===== src/rtl/tcj_pkg.sv =====
package tcj_pkg;
  // Outcome of one execution of the chaining instruction
  typedef enum logic [1:0] {
    TCJ_IDLE = 2'd0,
    TCJ_FALL = 2'd1,
    TCJ_TAKE = 2'd2
  } tcj_outcome_e;

  // Word size of a vector table entry in address units
  localparam int unsigned TCJ_ENTRY_BYTES = 4;
endpackage


===== src/rtl/tcj_elig.sv =====
module tcj_elig #(
  parameter int unsigned LVL_W     = 8,
  parameter bit          STRICT_GT = 1'b1
) (
  input  logic             valid_i,
  input  logic             enabled_i,
  input  logic             vectored_i,
  input  logic [LVL_W-1:0] level_i,
  input  logic [LVL_W-1:0] thresh_i,
  output logic             eligible_o
);
  logic above;

  generate
    if (STRICT_GT) begin : g_strict
      assign above = (level_i > thresh_i);
    end else begin : g_incl
      assign above = (level_i >= thresh_i);
    end
  endgenerate

  assign eligible_o = valid_i & enabled_i & vectored_i & above;
endmodule


===== src/rtl/tcj_addr.sv =====
module tcj_addr #(
  parameter int unsigned XLEN = 32,
  parameter int unsigned ID_W = 4
) (
  input  logic [XLEN-1:0] base_i,
  input  logic [ID_W-1:0] id_i,
  output logic [XLEN-1:0] addr_o
);
  import tcj_pkg::*;
  localparam int unsigned SHIFT = $clog2(TCJ_ENTRY_BYTES);

  logic [XLEN-1:0] offset;

  always_comb begin
    offset = '0;
    offset[ID_W-1:0] = id_i;
    offset = offset << SHIFT;
  end

  assign addr_o = base_i + offset;
endmodule


===== src/rtl/tcj_gie.sv =====
module tcj_gie (
  input  logic clk,
  input  logic rst_n,
  input  logic set_i,
  input  logic clr_i,
  output logic gie_o
);
  logic gie_q, gie_d;

  always_comb begin
    gie_d = gie_q;
    if (clr_i) gie_d = 1'b0;
    if (set_i) gie_d = 1'b1;   // set has priority
  end

  always_ff @(posedge clk or negedge rst_n) begin
    if (!rst_n) gie_q <= 1'b0;
    else        gie_q <= gie_d;
  end

  assign gie_o = gie_q;
endmodule


===== src/rtl/tcj_unit.sv =====
module tcj_unit #(
  parameter int unsigned XLEN    = 32,
  parameter int unsigned NUM_SRC = 16,
  parameter int unsigned LVL_W   = 8,
  localparam int unsigned ID_W   = (NUM_SRC > 1) ? $clog2(NUM_SRC) : 1
) (
  input  logic             clk,
  input  logic             rst_n,
  input  logic             exec_i,
  input  logic [XLEN-1:0]  instr_pc_i,
  input  logic             trap_clr_i,
  input  logic             win_valid_i,
  input  logic             win_enabled_i,
  input  logic             win_vectored_i,
  input  logic             win_edge_i,
  input  logic [ID_W-1:0]  win_id_i,
  input  logic [LVL_W-1:0] win_level_i,
  input  logic [LVL_W-1:0] threshold_i,
  input  logic [XLEN-1:0]  table_base_i,
  output logic [XLEN-1:0]  tbl_addr_o,
  input  logic [XLEN-1:0]  tbl_data_i,
  output logic             gie_o,
  output logic             redirect_o,
  output logic [XLEN-1:0]  target_pc_o,
  output logic             link_we_o,
  output logic [XLEN-1:0]  link_data_o,
  output logic             ack_o,
  output logic [ID_W-1:0]  ack_id_o
);
  import tcj_pkg::*;

  logic eligible;

  tcj_elig #(.LVL_W(LVL_W), .STRICT_GT(1'b1)) i_elig (
    .valid_i    (win_valid_i),
    .enabled_i  (win_enabled_i),
    .vectored_i (win_vectored_i),
    .level_i    (win_level_i),
    .thresh_i   (threshold_i),
    .eligible_o (eligible)
  );

  tcj_addr #(.XLEN(XLEN), .ID_W(ID_W)) i_addr (
    .base_i (table_base_i),
    .id_i   (win_id_i),
    .addr_o (tbl_addr_o)
  );

  tcj_gie i_gie (
    .clk   (clk),
    .rst_n (rst_n),
    .set_i (exec_i),
    .clr_i (trap_clr_i),
    .gie_o (gie_o)
  );

  // Next-state
  tcj_outcome_e outc_d, outc_q;
  logic         ack_d, ack_q;
  logic         load_en;
  logic [XLEN-1:0] target_d, target_q, link_d, link_q;
  logic [ID_W-1:0] ack_id_d, ack_id_q;

  always_comb begin
    outc_d = TCJ_IDLE;
    if (exec_i) outc_d = eligible ? TCJ_TAKE : TCJ_FALL;
    ack_d    = (outc_d == TCJ_TAKE) & win_edge_i;
    load_en  = (outc_d == TCJ_TAKE);
    target_d = load_en ? tbl_data_i : target_q;
    link_d   = load_en ? instr_pc_i : link_q;
    ack_id_d = ack_d ? win_id_i : ack_id_q;
  end

  // Registers
  always_ff @(posedge clk or negedge rst_n) begin
    if (!rst_n) begin
      outc_q   <= TCJ_IDLE;
      ack_q    <= 1'b0;
      target_q <= '0;
      link_q   <= '0;
      ack_id_q <= '0;
    end else begin
      outc_q   <= outc_d;
      ack_q    <= ack_d;
      target_q <= target_d;
      link_q   <= link_d;
      ack_id_q <= ack_id_d;
    end
  end

  assign redirect_o  = (outc_q == TCJ_TAKE);
  assign link_we_o   = (outc_q == TCJ_TAKE);
  assign target_pc_o = target_q;
  assign link_data_o = link_q;
  assign ack_o       = ack_q;
  assign ack_id_o    = ack_id_q;
endmodule


===== config.mk =====
export PLATFORM = sky130hd
export DESIGN_NAME = tcj_unit
export DESIGN_NICKNAME = d
export VERILOG_FILES = /design/src/rtl/tcj_pkg.sv /design/src/rtl/tcj_elig.sv /design/src/rtl/tcj_addr.sv /design/src/rtl/tcj_gie.sv /design/src/rtl/tcj_unit.sv
export SDC_FILE = /design/constraint.sdc
export NUM_CORES = 1
export LEC_CHECK = 0
export BUFFER_PORTS_ARGS = -buffer_cell sky130_fd_sc_hd__buf_2
export CORE_ASPECT_RATIO = 1.5
export CORE_MARGIN = 3
export CORE_UTILIZATION = 37
export DETAILED_ROUTE_END_ITERATION = 10
export PLACE_DENSITY = 0.68
export SETUP_SLACK_MARGIN = 0.02
export SLEW_MARGIN = 30
export SYNTH_ARGS = -nofsm -noshare
export SYNTH_HDL_FRONTEND = slang
export SYNTH_SLANG_ARGS = --single-unit

===== constraint.sdc =====
create_clock -name clk -period 5.74 [get_ports clk]
set_input_delay 1.148 -clock clk [delete_from_list [all_inputs] [get_ports clk]]
set_output_delay 1.148 -clock clk [all_outputs]
set_load 0.01 [all_outputs]

== Word-level counts from Yosys, hierarchy flattened ==
Cells that the tools add are included.

* Flip-flop bits (word level): 72
* Output and inout bits: 104
* Logic and storage cells: 19

* Add/subtract/negate cells: 1
* Order comparisons: 1
* Equality and inequality tests: 2
* Muxes and demuxes: 4
* Bitwise operators: 4
* Reduce and logical (&&, ||, !) cells: 1

{| class="wikitable"
|+ Operators with widths
! cell !! count
|-
| $add A32 B6 Y32 || 1
|-
| $gt A8 B8 Y1 || 1
|-
| $and A1 B1 Y1 || 4
|-
| $eq A2 B2 Y1 const B || 2
|-
| $mux W2 || 2
|-
| $mux W1 || 2
|-
| $reduce_bool A2 Y1 || 1
|}

== Depth between registers and ports, before layout ==
* Depth after elaboration: 7
* Mapped depth: 9
* Mapped depth without buffers: 8

== By module ==
From an unflattened synthesis, not the netlist that was laid out.

* Cell total of the unflattened synthesis: 289
* Area total of the unflattened synthesis: 3814.9 sq um

{| class="wikitable"
|+ By module, submodules not included
! module !! times used !! cells each !! area an instance (sq um) !! sequential area each (sq um)
|-
| tcj_unit || 1 || 153 || 2835.2 || 1776.7
|-
| tcj_addr || 1 || 105 || 739.5 || 0.0
|-
| tcj_elig || 1 || 28 || 203.9 || 0.0
|-
| tcj_gie || 1 || 3 || 36.3 || 25.0
|}

== Worst setup path before layout ==
OpenSTA, ideal clock, no wires.

* Path kind: input to output
* Start: input win_id_i[0]
* End: output tbl_addr_o[20]
* Arrival time: 2687 ps
* Data required time: 4592 ps
* Path slack: 1905 ps
* Stages on the path: 8
* Cells stage by stage: ha_1 > inv_1 > fa_1 > nor2b_1 > o31a_1 > and3_1 > nand4_1 > xnor2_1

* Cells in the longest elaborated chain, start to end: 1

{| class="wikitable"
|+ RTL lines
! what !! RTL line !! RTL
|-
| start: declaration || tcj_unit.sv:16 || <nowiki>input logic [ID_W-1:0] win_id_i,</nowiki>
|-
| $add A32 B6 Y32 || tcj_addr.sv:20 || <nowiki>assign addr_o = base_i + offset;</nowiki>
|-
| end: declaration || tcj_unit.sv:20 || <nowiki>output logic [XLEN-1:0] tbl_addr_o,</nowiki>
|}

Every way passes these cells.

== Final worst setup path ==
* Start: input win_id_i[0]
* End: output tbl_addr_o[22]

The elaborated chain is that of the path after synthesis.

==> impl_metrics.xml <==
<?xml version="1.0" encoding="UTF-8"?>
<metrics>
  <group name="outcome">
    <metric name="outcome" unit="">finished, final reports clean</metric>
  </group>
  <group name="clock_tree">
    <metric name="clk-insertion-delay-late" unit="ps">320</metric>
    <metric name="tritoncts" unit="">yes</metric>
    <metric name="tritoncts_num_sinks" unit="">72</metric>
    <metric name="clk_path_buf_depth" unit="">2</metric>
    <metric name="cts-buffers-inserted" unit="">9</metric>
    <metric name="cts_setup_buffers" unit="">0</metric>
    <metric name="cts_root_buf" unit="">clkbuf_16</metric>
    <metric name="ctsHoldBuffers" unit="">0</metric>
    <metric name="clkTransAtPathRegs" unit="ps">50</metric>
    <metric name="ctsResizeCount" unit="">0</metric>
    <metric name="h-tree-depth" unit="">3</metric>
  </group>
  <group name="global_routing">
    <metric name="vias_in_the_first_global_route" unit="">3010</metric>
    <metric name="largest_net_degree_at_the_start_of_global_routing" unit="">73</metric>
    <metric name="grt.overflow.total" unit="">0</metric>
    <metric name="gr-usage-all-layers" unit="%">16.3</metric>
    <metric name="number_of_antenna_violations_at_the_first_check_in_global_routing" unit="">0</metric>
    <metric name="grt_pass1_wl" unit="um">14600</metric>
  </group>
  <group name="die">
    <metric name="row_count" unit="">44</metric>
    <metric name="floorplan.initialDensity" unit="%">38.6</metric>
    <metric name="boundaryPins" unit="">228</metric>
    <metric name="design.die.area" unit="sq um">11500</metric>
    <metric name="die_h" unit="um">130</metric>
    <metric name="core_area" unit="sq um">9800</metric>
    <metric name="floorplan.die.width" unit="um">88.6</metric>
  </group>
  <group name="pwr">
    <metric name="power_frac_clock" unit="%">30.0</metric>
    <metric name="p_leak" unit="nW">2.75</metric>
    <metric name="net-switching-power" unit="uW">517</metric>
    <metric name="power.ir.vdd_worst" unit="V">0.000113</metric>
    <metric name="internal-power" unit="mW">1.31</metric>
    <metric name="power_per_cell_area" unit="nW/um^2">350</metric>
    <metric name="sequentialPowerShare" unit="%">39.4</metric>
    <metric name="p_sw_share" unit="%">28.3</metric>
    <metric name="comb_power_share" unit="%">30.7</metric>
  </group>
  <group name="timing">
    <metric name="timing.slew.headroom" unit="%">47.8</metric>
    <metric name="layout_setup_ws" unit="ps">1490</metric>
    <metric name="fmax" unit="MHz">235</metric>
    <metric name="maxSlewViolCount" unit="">0</metric>
    <metric name="hold_viol" unit="">0</metric>
    <metric name="transition_time_of_the_tightest_slew_check_pin" unit="ps">783</metric>
    <metric name="grt_setup_unrepaired" unit="">false</metric>
    <metric name="period_share" unit="%">74.1</metric>
    <metric name="post_route_minimum_period" unit="ps">4250</metric>
    <metric name="worst_hold_margin" unit="ps">493</metric>
    <metric name="fin_tns_setup" unit="ps">0</metric>
    <metric name="skew" unit="ps">0</metric>
    <metric name="setup_viol" unit="">0</metric>
  </group>
  <group name="routing">
    <metric name="via_count" unit="">2936</metric>
    <metric name="detailed_router_iteration_count_before_antenna_repair" unit="">4</metric>
    <metric name="postRouteWirelength" unit="um">9720</metric>
    <metric name="wl_per_cell" unit="um">15.6</metric>
    <metric name="dr.first_iter.drc_count" unit="">62</metric>
    <metric name="route.antenna.remaining_nets" unit="">0</metric>
    <metric name="detail_route.drc_violations" unit="">0</metric>
    <metric name="avgViaCountPerCell" unit="">4.72</metric>
  </group>
  <group name="place">
    <metric name="place_ws" unit="ps">1490</metric>
    <metric name="io_buffers" unit="">223</metric>
    <metric name="globalplace.congestion" unit="">0.840</metric>
    <metric name="dp.final_hpwl" unit="um">7610</metric>
  </group>
  <group name="logic_synthesis">
    <metric name="async_reset_ff_share" unit="%">100</metric>
    <metric name="ys.flop_type" unit="">dfrtp_1</metric>
    <metric name="yosysWarningCount" unit="">0</metric>
    <metric name="netlist.top_cell.by_area" unit="">dfrtp_1</metric>
    <metric name="syn_nets" unit="">415</metric>
    <metric name="synth_area" unit="sq um">3780</metric>
    <metric name="yosys_register_bits" unit="">72</metric>
    <metric name="synth.area.top_cells" unit="">dfrtp_1 48%, mux2_4 19%, xnor2_1 5.8%</metric>
    <metric name="post_synth_inst_count" unit="">278</metric>
    <metric name="postSynthAreaPerCell" unit="sq um">13.6</metric>
    <metric name="synth-edff-count" unit="">0</metric>
    <metric name="synth_sequential_area_ratio" unit="%">47.6</metric>
    <metric name="synth_common_cells" unit="">72 x dfrtp_1, 49 x mux2_4, 25 x xnor2_1, 19 x mux2_2, 18 x nand2_1</metric>
    <metric name="synthDistinctLibCells" unit="">33</metric>
    <metric name="most_common_cell_in_the_netlist" unit="">dfrtp_1</metric>
    <metric name="synth.top_cell.area_share" unit="%">47.6</metric>
  </group>
  <group name="setup_path">
    <metric name="critical_path.endpoint_type" unit="">primary output</metric>
    <metric name="criticalPathCategory" unit="">primary input to primary output</metric>
    <metric name="worst_ep_arrival_time" unit="ps">3100</metric>
    <metric name="setup.worst_path.start_class" unit="">primary input</metric>
    <metric name="maximum_net_fanout_on_the_critical_path" unit="">8</metric>
    <metric name="timing.critical_path.required" unit="ps">4590</metric>
  </group>
  <group name="cells_and_area">
    <metric name="filler_cells" unit="">859</metric>
    <metric name="antennaDiodeCount" unit="">0</metric>
    <metric name="num-nets-final" unit="">639</metric>
    <metric name="flow.area_growth_from_synthesis" unit="%">38.0</metric>
    <metric name="share_of_cells_above_drive_strength_1" unit="%">61.7</metric>
  </group>
  <group name="worst_hold_path">
    <metric name="min_path_type" unit="">register to register</metric>
  </group>
  <group name="run">
    <metric name="max-cap-violations" unit="">0</metric>
  </group>
</metrics>
-- per-stage QoR --
step                power [mW]  area, sq um  utilization (%)  instances
floorplan                 1.03         3780                -        278
global placement          1.28         4910             50.1        606
global route              1.92         5220             53.3        622
detailed placement        1.29         4910             50.1        606
finish                    1.83         5220             53.3        622
CTS                       1.86         5210             53.2        622
-- layout by cell type, fill, tap and decap left out, types with 2 or more instances in the layout --
master and count:
and4_1 5, inv_1 14, nor2b_1 4, nand3_1 10, clkinv_2 2, and3_1 4, nand2_1 18, clkbuf_16 9
nor2_1 5, mux2_2 19, dfrtp_1 72, xnor2_1 25, buf_2 222, a21oi_1 5, ha_1 12, nand4_1 7
a21o_1 2, buf_6 2, xor2_1 2, mux2_4 49
-- path summary, 6_finish.rpt --
| path | start | depth (start not counted) | end | slack (ps) |
|---|---|---|---|---|
| setup / recovery | win_id_i[0] | 10 | tbl_addr_o[22] | 1490 |
| hold / removal | i_gie.gie_o | 1 | i_gie.gie_o | 490 |
| setup reg to reg | link_data_o[1] | 1 | link_data_o[1] | 4960 |
| hold reg to reg | i_gie.gie_o | 1 | i_gie.gie_o | 490 |
| max in group asynchronous | rst_n | 1 | link_data_o[3] | 4450 |
| min in group asynchronous | rst_n | 1 | target_pc_o[8] | 820 |
-- area by class of cell --
cell class / count / area (sq um) / share of cell area [%]
inverters: 14 / 52.6 / 1.01
clock buffers: 11 / 243 / 4.65
multi-input cells: 181 / 1790 / 34.3
flip-flops and latches: 72 / 1800 / 34.5
well taps: 115 / 144 / 2.76
clock inverters: 5 / 56.3 / 1.08
repair buffers: 224 / 1130 / 21.7
-- power groups by stage --
stage	Sequential [mW]	Clock [mW]	Combinational, mW
2_1_floorplan	0.797	0	0.236
3_3_place_gp	0.720	0	0.561
3_5_place_dp	0.729	0	0.565
4_1_cts	0.721	0.562	0.572
5_1_grt	0.738	0.579	0.607
6_report	0.720	0.548	0.561
-- worst max-delay path, stage by stage --
cell and delay (ps):
buf_2 100, ha_1 170, inv_1 60, fa_1 400, nor2b_1 170, o31a_1 310
and3_1 290, nand3_1 130, xnor2_1 160, buf_2 150
-- routing by layer --
layer | GRT usage, % | part of all wire (%) | vias up
li1 | - | - | 1409
met1 | 18.5 | 39 | 1344
met2 | 28.4 | 49 | 166
met3 | 3.85 | 9.3 | 17
met4 | 7.92 | 2.5 | 0
met5 | 0 | 0 | -
-- registers in the layout, summed over array words and instances, names as in the netlist --
name and cells:
ack_o 1, i_gie.gie_o 1, outc_q 2, target_pc_o 32
link_data_o 32, ack_id_o 4
-- kinds of logic (layout without fill, tap and decap cells) --
kind of cell / count (synthesis) / after routing / synth area share [%]
fa+ha+maj: 13 / 13 / 4.50
xor+xnor: 27 / 27 / 6.25
buf+inv: 25 / 254 / 5.26
flops: 72 / 72 / 47.6
mux: 68 / 68 / 25.1
simple gates: 56 / 56 / 7.81
compound gates: 17 / 17 / 3.44
Power figures use the tool's default switching activity.
